$ cat config.mk
export PLATFORM = sky130hd
export DESIGN_NAME = sock_pwr_seq
export DESIGN_NICKNAME = d
export VERILOG_FILES = /design/src/rtl/sock_pwr_pkg.sv /design/src/rtl/sock_dwell_timer.sv /design/src/rtl/sock_seq_fsm.sv /design/src/rtl/sock_pwr_seq.sv
export SDC_FILE = /design/constraint.sdc
export NUM_CORES = 1
export LEC_CHECK = 0
export BUFFER_PORTS_ARGS = -buffer_cell sky130_fd_sc_hd__buf_2
export CORE_ASPECT_RATIO = 1.4
export CORE_UTILIZATION = 50
export DETAILED_ROUTE_END_ITERATION = 10
export PLACE_DENSITY = 0.69
export SYNTH_ARGS = -nofsm -noshare
export SYNTH_HDL_FRONTEND = slang
export SYNTH_SLANG_ARGS = --single-unit
export TNS_END_PERCENT = 5
$ cat constraint.sdc
create_clock -name clk -period 8.75 [get_ports clk]
set_input_delay 1.3125 -clock clk [delete_from_list [all_inputs] [get_ports clk]]
set_output_delay 1.3125 -clock clk [all_outputs]
set_load 0.005 [all_outputs]
$ cat src/rtl/sock_pwr_pkg.sv
package sock_pwr_pkg;

    typedef enum logic [3:0] {
        ST_IDLE,
        ST_UP_CARD_OFF,
        ST_UP_PWR_OFF,
        ST_UP_VCC_ON,
        ST_UP_ENABLE,
        ST_UP_RESET,
        ST_UP_SETTLE,
        ST_DN_CARD_OFF,
        ST_DN_PWR_OFF,
        ST_DONE
    } seq_state_e;

    localparam logic [1:0] VCC_OFF = 2'b00;
    localparam logic [1:0] VCC_5V  = 2'b01;
    localparam logic [1:0] VPP_OFF = 2'b00;

    typedef struct packed {
        logic [1:0] vcc;
        logic [1:0] vpp;
        logic       card_en;
        logic       glob_en;
        logic       card_rst;
        logic       powered;
        logic       busy;
        logic       ready;
    } sock_drive_t;

endpackage

$ cat src/rtl/sock_dwell_timer.sv
module sock_dwell_timer #(
    parameter int unsigned CW = 8
) (
    input  logic          clk,
    input  logic          rst_n,
    input  logic          load,
    input  logic [CW-1:0] load_val,
    output logic          expired
);

    logic [CW-1:0] cnt;

    always_ff @(posedge clk) begin
        if (!rst_n) begin
            cnt <= '0;
        end else if (load) begin
            cnt <= load_val - CW'(1);
        end else if (cnt != '0) begin
            cnt <= cnt - CW'(1);
        end
    end

    assign expired = (cnt == '0);

endmodule

$ cat src/rtl/sock_seq_fsm.sv
module sock_seq_fsm
    import sock_pwr_pkg::*;
#(
    parameter int unsigned TICKS_MS  = 5,
    parameter int unsigned RST_TICKS = 1,
    parameter int unsigned CW        = 12
) (
    input  logic          clk,
    input  logic          rst_n,
    input  logic          req_up,
    input  logic          req_dn,
    input  logic          expired,
    output logic          load,
    output logic [CW-1:0] load_val,
    output sock_drive_t   drv
);

    localparam int unsigned D_CARD_OFF   = 20 * TICKS_MS;
    localparam int unsigned D_UP_PWR_OFF = (20 + 300 + 100) * TICKS_MS;
    localparam int unsigned D_VCC_ON     = (100 + 20 + 300) * TICKS_MS;
    localparam int unsigned D_ENABLE     = 200 * TICKS_MS;
    localparam int unsigned D_SETTLE     = 20 * TICKS_MS;
    localparam int unsigned D_DN_PWR_OFF = (20 + 300) * TICKS_MS;

    seq_state_e state, state_nx;

    function automatic logic [CW-1:0] dwell_of(seq_state_e s);
        logic [CW-1:0] d;
        unique case (s)
            ST_UP_CARD_OFF,
            ST_DN_CARD_OFF: d = CW'(D_CARD_OFF);
            ST_UP_PWR_OFF:  d = CW'(D_UP_PWR_OFF);
            ST_UP_VCC_ON:   d = CW'(D_VCC_ON);
            ST_UP_ENABLE:   d = CW'(D_ENABLE);
            ST_UP_RESET:    d = CW'(RST_TICKS);
            ST_UP_SETTLE:   d = CW'(D_SETTLE);
            ST_DN_PWR_OFF:  d = CW'(D_DN_PWR_OFF);
            default:        d = CW'(1);
        endcase
        return d;
    endfunction

    // next state
    always_comb begin
        state_nx = state;
        unique case (state)
            ST_IDLE: begin
                if (req_up)      state_nx = ST_UP_CARD_OFF;
                else if (req_dn) state_nx = ST_DN_CARD_OFF;
            end
            ST_UP_CARD_OFF: if (expired) state_nx = ST_UP_PWR_OFF;
            ST_UP_PWR_OFF:  if (expired) state_nx = ST_UP_VCC_ON;
            ST_UP_VCC_ON:   if (expired) state_nx = ST_UP_ENABLE;
            ST_UP_ENABLE:   if (expired) state_nx = ST_UP_RESET;
            ST_UP_RESET:    if (expired) state_nx = ST_UP_SETTLE;
            ST_UP_SETTLE:   if (expired) state_nx = ST_DONE;
            ST_DN_CARD_OFF: if (expired) state_nx = ST_DN_PWR_OFF;
            ST_DN_PWR_OFF:  if (expired) state_nx = ST_DONE;
            ST_DONE:        if (expired) state_nx = ST_IDLE;
            default:        state_nx = ST_IDLE;
        endcase
    end

    assign load     = (state_nx != state);
    assign load_val = dwell_of(state_nx);

    // state register
    always_ff @(posedge clk) begin
        if (!rst_n) state <= ST_IDLE;
        else        state <= state_nx;
    end

    // outputs: applied on entry to each state, held otherwise
    always_ff @(posedge clk) begin
        if (!rst_n) begin
            drv <= '{vcc: VCC_OFF, vpp: VPP_OFF, default: 1'b0};
        end else begin
            drv.busy  <= (state_nx != ST_IDLE);
            drv.ready <= (state_nx == ST_DONE);
            if (state_nx != state) begin
                unique case (state_nx)
                    ST_UP_CARD_OFF,
                    ST_DN_CARD_OFF: begin
                        drv.card_en <= 1'b0;
                        drv.powered <= 1'b0;
                    end
                    ST_UP_PWR_OFF,
                    ST_DN_PWR_OFF: begin
                        drv.vcc <= VCC_OFF;
                        drv.vpp <= VPP_OFF;
                    end
                    ST_UP_VCC_ON: begin
                        drv.vcc <= VCC_5V;
                        drv.vpp <= VPP_OFF;
                    end
                    ST_UP_ENABLE: begin
                        drv.glob_en <= 1'b1;
                        drv.card_en <= 1'b1;
                    end
                    ST_UP_RESET:  drv.card_rst <= 1'b1;
                    ST_UP_SETTLE: drv.card_rst <= 1'b0;
                    ST_DONE: begin
                        if (state == ST_UP_SETTLE) drv.powered <= 1'b1;
                    end
                    default: ;
                endcase
            end
        end
    end

endmodule

$ cat src/rtl/sock_pwr_seq.sv
module sock_pwr_seq
    import sock_pwr_pkg::*;
#(
    parameter int unsigned CLK_HZ = 5000
) (
    input  logic       clk,
    input  logic       rst_n,
    input  logic       req_up,
    input  logic       req_dn,
    output logic [1:0] vcc_sel,
    output logic [1:0] vpp_sel,
    output logic       card_en,
    output logic       glob_en,
    output logic       card_rst,
    output logic       busy,
    output logic       ready,
    output logic       powered
);

    localparam int unsigned MS_RAW    = CLK_HZ / 1000;
    localparam int unsigned TICKS_MS  = (MS_RAW < 1) ? 1 : MS_RAW;
    localparam int unsigned RST_RAW   = (10 * CLK_HZ + 999_999) / 1_000_000;
    localparam int unsigned RST_TICKS = (RST_RAW < 1) ? 1 : RST_RAW;
    localparam int unsigned MAX_DWELL = (420 * TICKS_MS > RST_TICKS) ? 420 * TICKS_MS : RST_TICKS;
    localparam int unsigned CW        = $clog2(MAX_DWELL + 1);

    logic          load;
    logic [CW-1:0] load_val;
    logic          expired;
    sock_drive_t   drv;

    sock_dwell_timer #(.CW(CW)) u_timer (
        .clk      (clk),
        .rst_n    (rst_n),
        .load     (load),
        .load_val (load_val),
        .expired  (expired)
    );

    sock_seq_fsm #(
        .TICKS_MS  (TICKS_MS),
        .RST_TICKS (RST_TICKS),
        .CW        (CW)
    ) u_fsm (
        .clk      (clk),
        .rst_n    (rst_n),
        .req_up   (req_up),
        .req_dn   (req_dn),
        .expired  (expired),
        .load     (load),
        .load_val (load_val),
        .drv      (drv)
    );

    assign vcc_sel  = drv.vcc;
    assign vpp_sel  = drv.vpp;
    assign card_en  = drv.card_en;
    assign glob_en  = drv.glob_en;
    assign card_rst = drv.card_rst;
    assign busy     = drv.busy;
    assign ready    = drv.ready;
    assign powered  = drv.powered;

endmodule

==> summary.md <==
| Metric | Value |
|---|---|
| CP Class | `input pin to flop` |
| Leading cell type in the layout, fill and taps excluded | `nor2_1` |
| Final hold vios | `0` |
| Time the worst path needs with I/O delays and setup | `4.001 ns` |
| Synth Area in Adders | `0.8418%` |
| Top Ports | `14` |
| Gate Count Post-Synth | `180` |
| Max Cap Viol | `0` |
| Layout net count | `191` |
| Worst path cell trace | `buf_2 -> or2_2 -> a21oi_1 -> nand2_1 -> a22oi_1 -> nor3b_1 -> a21oi_1 -> ha_1 -> nand2_1 -> nor4b_2 -> xnor2_1 -> a221oi_2` |
| Most frequent cells in the layout | `nor2_1 (30), dfxtp_1 (23), nand2_1 (18)` |
| Status | `complete, no violations` |
| Dpl hpwl | `2741 um` |
| HP Class | `flop to flop` |
| TritonCTS buffer count | `3` |
| Gr usage total | `24.89%` |
| Ant. Diodes | `0` |
| Area leader, netlist | `dfxtp_1` |
| Crit path max-delay family | `simple AND/OR/NAND/NOR gates` |
| Later-pin clock latency in the skew report | `0.27 ns` |
| Chip height | `66.52 um` |
| CTS Hold Bufs | `0` |
| Root Buffer | `clkbuf_8` |
| Skew final | `0.01428 ns` |
| Global-route wire length before repair | `5733 um` |
| PnR worst setup slack | `4.749 ns` |
| DR iter-0 viols | `47` |
| Critical Path Source Type | `input pin` |
| Maximum clock insertion buffer count | `2` |
| Die area | `3198 um^2` |
| GP Congestion | `0.8931` |
| Worst Setup End Kind | `flop` |
| Data required, critical path | `8.94 ns` |
| # rows | `23` |
| CTS tree | `done` |
| Leak pwr | `0.6392 nW` |
| Initial antenna violation count | `0` |
| # resized after CTS | `0` |
| Post-synthesis sequential area ratio | `30.98%` |
| Post-route ant nets | `0` |
| DRC viols | `0` |
| Final hold slack | `0.4733 ns` |
| Clock sinks | `23` |
| Post-synth EDFFs | `0` |
| GR Overflow Total | `0` |
| Asr flop ratio synth | `0%` |
| Register bit count reported by yosys | `23` |
| Max_slew headroom | `53.42%` |
| Fillers | `266` |
| Synth Area in Simple Gates | `34.60%` |
| Critical path peak fanout | `11` |
| Final setup TNS | `0 ns` |
| Mux cell area share after synthesis | `2.357%` |
| Via Count | `1360` |
| Largest net degree at the start of global routing | `15` |
| Power Density | `418.8 nW/um^2` |
| Starting Density | `52.17%` |
| Area Growth Syn to Fin | `5.976%` |
| Layout cells sized above 1 | `17.30%` |
| Worst vdd ir | `0.0002601 V` |
| Slowest cell on the critical path | `a21oi_1` |
| Drt pass-1 iters | `4` |
| DP Worst Slack | `4.537 ns` |
| Via-to-Cell Ratio | `6.126` |
| Core area | `2849 um^2` |
| RSZ-0062 raised after global routing | `no` |
| Number of global-route vias before repair | `1264` |
| Post-CTS Setup Inserts | `0` |
| Die X-Extent | `48.08 um` |
| # setup viols final | `0` |
| Ys flop type | `dfxtp_1` |
| Xor/xnor share of the synthesized area | `3.535%` |
| Crit path DAT | `4.19 ns` |
| Slowest cell delay on critical path | `0.36 ns` |
| Post-Route WL | `3534 um` |
| Worst-path clk slew | `0.09 ns` |
| Largest family of logic cells by synthesized area | `simple AND/OR/NAND/NOR gates` |
| Mapped cell area | `1486 um^2` |
| Worst Path Buf+Inv | `1` |
| Least-Margin Pin Slew | `0.6811 ns` |
| Top cells by area, synth | `dfxtp_1 (31%), nor2_1 (7.6%), nand2_1 (4.5%)` |
| Slew Viols, Final | `0` |
| Post-synth cell types | `58` |
| Mean Syn Cell Area | `8.258 um^2` |
| Fmax | `0.2499 GHz` |
| H-tree depth | `1` |
| Post-DR wirelength/cell | `15.92 um` |
| Final Cycle Share | `45.73%` |
| Synth top area share | `30.98%` |
| Port bufs | `10` |
| Compound-Gate Fraction of Synth Area | `21.80%` |
| Synth warn | `0` |
## through the flow
stage / instances / instance area, um^2 / power [mW] / util, %
6_report: 222 / 1575 / 0.6596 / 55.29
5_1_grt: 222 / 1575 / 0.7155 / 55.29
4_1_cts: 222 / 1575 / 0.6591 / 55.29
3_5_place_dp: 218 / 1529 / 0.5899 / 53.67
3_3_place_gp: 218 / 1529 / 0.5781 / 53.67
2_1_floorplan: 182 / 1494 / 0.5153 / -
## per-layer routing
metal / GRT usage (%) / vias up / share of wire, % / wire length [um]
met1: 28.09 / 627 / 37 / 1324
met3: 2.981 / 14 / 5.0 / 176
li1: - / 661 / - / -
met2: 44.09 / 58 / 54 / 1922
met5: 0 / - / 0 / 0
met4: 10.76 / 0 / 3.1 / 110
## cells in the mapped netlist (2+ instances only)
master     n
inv_1      3
nand2_1   18
a31o_2     2
a21o_1     2
clkbuf_1   4
o21ai_0    4
o21a_1     3
nand4_1    3
nor2_1    30
buf_4      3
nand3_1    3
nor4_4     3
a221oi_1   2
nor3_1     6
and4_1     2
buf_2      4
and2_1     2
dfxtp_1   23
nor3b_1    3
xor2_1     5
a21oi_1   11
and3_1     4
a311oi_1   2
nor2b_1    2
a31oi_1    3
## state kept, by name, indices dropped and copies added (netlist names)
register	flops
u_timer.cnt	12
u_fsm.state	4
u_fsm.drv	7
## final cells by class
type	instances	area (um^2)	share of cell area [%]
Tap cell	37	46.29	2.939
Sequential cell	23	460.4	29.23
Inverter	4	15.01	0.9531
Multi-Input combinational cell	143	949.7	60.29
Clock buffer	3	41.29	2.621
Clock inverter	1	5.005	0.3177
Timing Repair Buffer	11	57.56	3.654
## logic make-up after synthesis
| family | count (synthesis) |
|---|---|
| other | 1 |
| AO/OA/AOI/OAI | 41 |
| buffers and inverters | 16 |
| flip-flops | 23 |
| AND/OR/NAND/NOR | 89 |
| XOR/XNOR | 6 |
| multiplexers | 3 |
| adder cells (fa/ha/maj) | 1 |
## worst register-to-register path: cells and delay by family, from the launching register on
kind                     cells  cell delay [ns]
AO/OA/AOI/OAI                3             0.60
XOR/XNOR                     1             0.11
adder cells (fa/ha/maj)      1             0.35
flip-flops                   1             0.39
multiplexers                 1             0.41
AND/OR/NAND/NOR              5             1.48
## power breakdown
group	total [mW]	internal, mW	switching (mW)
clock	0.0667	0.0318	0.0349
combinational	0.414	0.165	0.250
sequential	0.179	0.136	0.0428
## path summary, 6_finish.rpt
kind / slack [ns] / depth (start not counted) / end / startpoint
max: 4.75 / 12 / u_timer.cnt[10]$_SDFFE_PN0P_ / req_dn
min: 0.47 / 2 / u_fsm.drv[8]$_SDFFE_PN0P_ / u_fsm.drv[8]$_SDFFE_PN0P_
max reg2reg: 5.34 / 11 / u_timer.cnt[10]$_SDFFE_PN0P_ / u_timer.cnt[8]$_SDFFE_PN0P_
min reg2reg: 0.47 / 2 / u_fsm.drv[8]$_SDFFE_PN0P_ / u_fsm.drv[8]$_SDFFE_PN0P_
No activity file was read; power rests on OpenSTA's default activity.
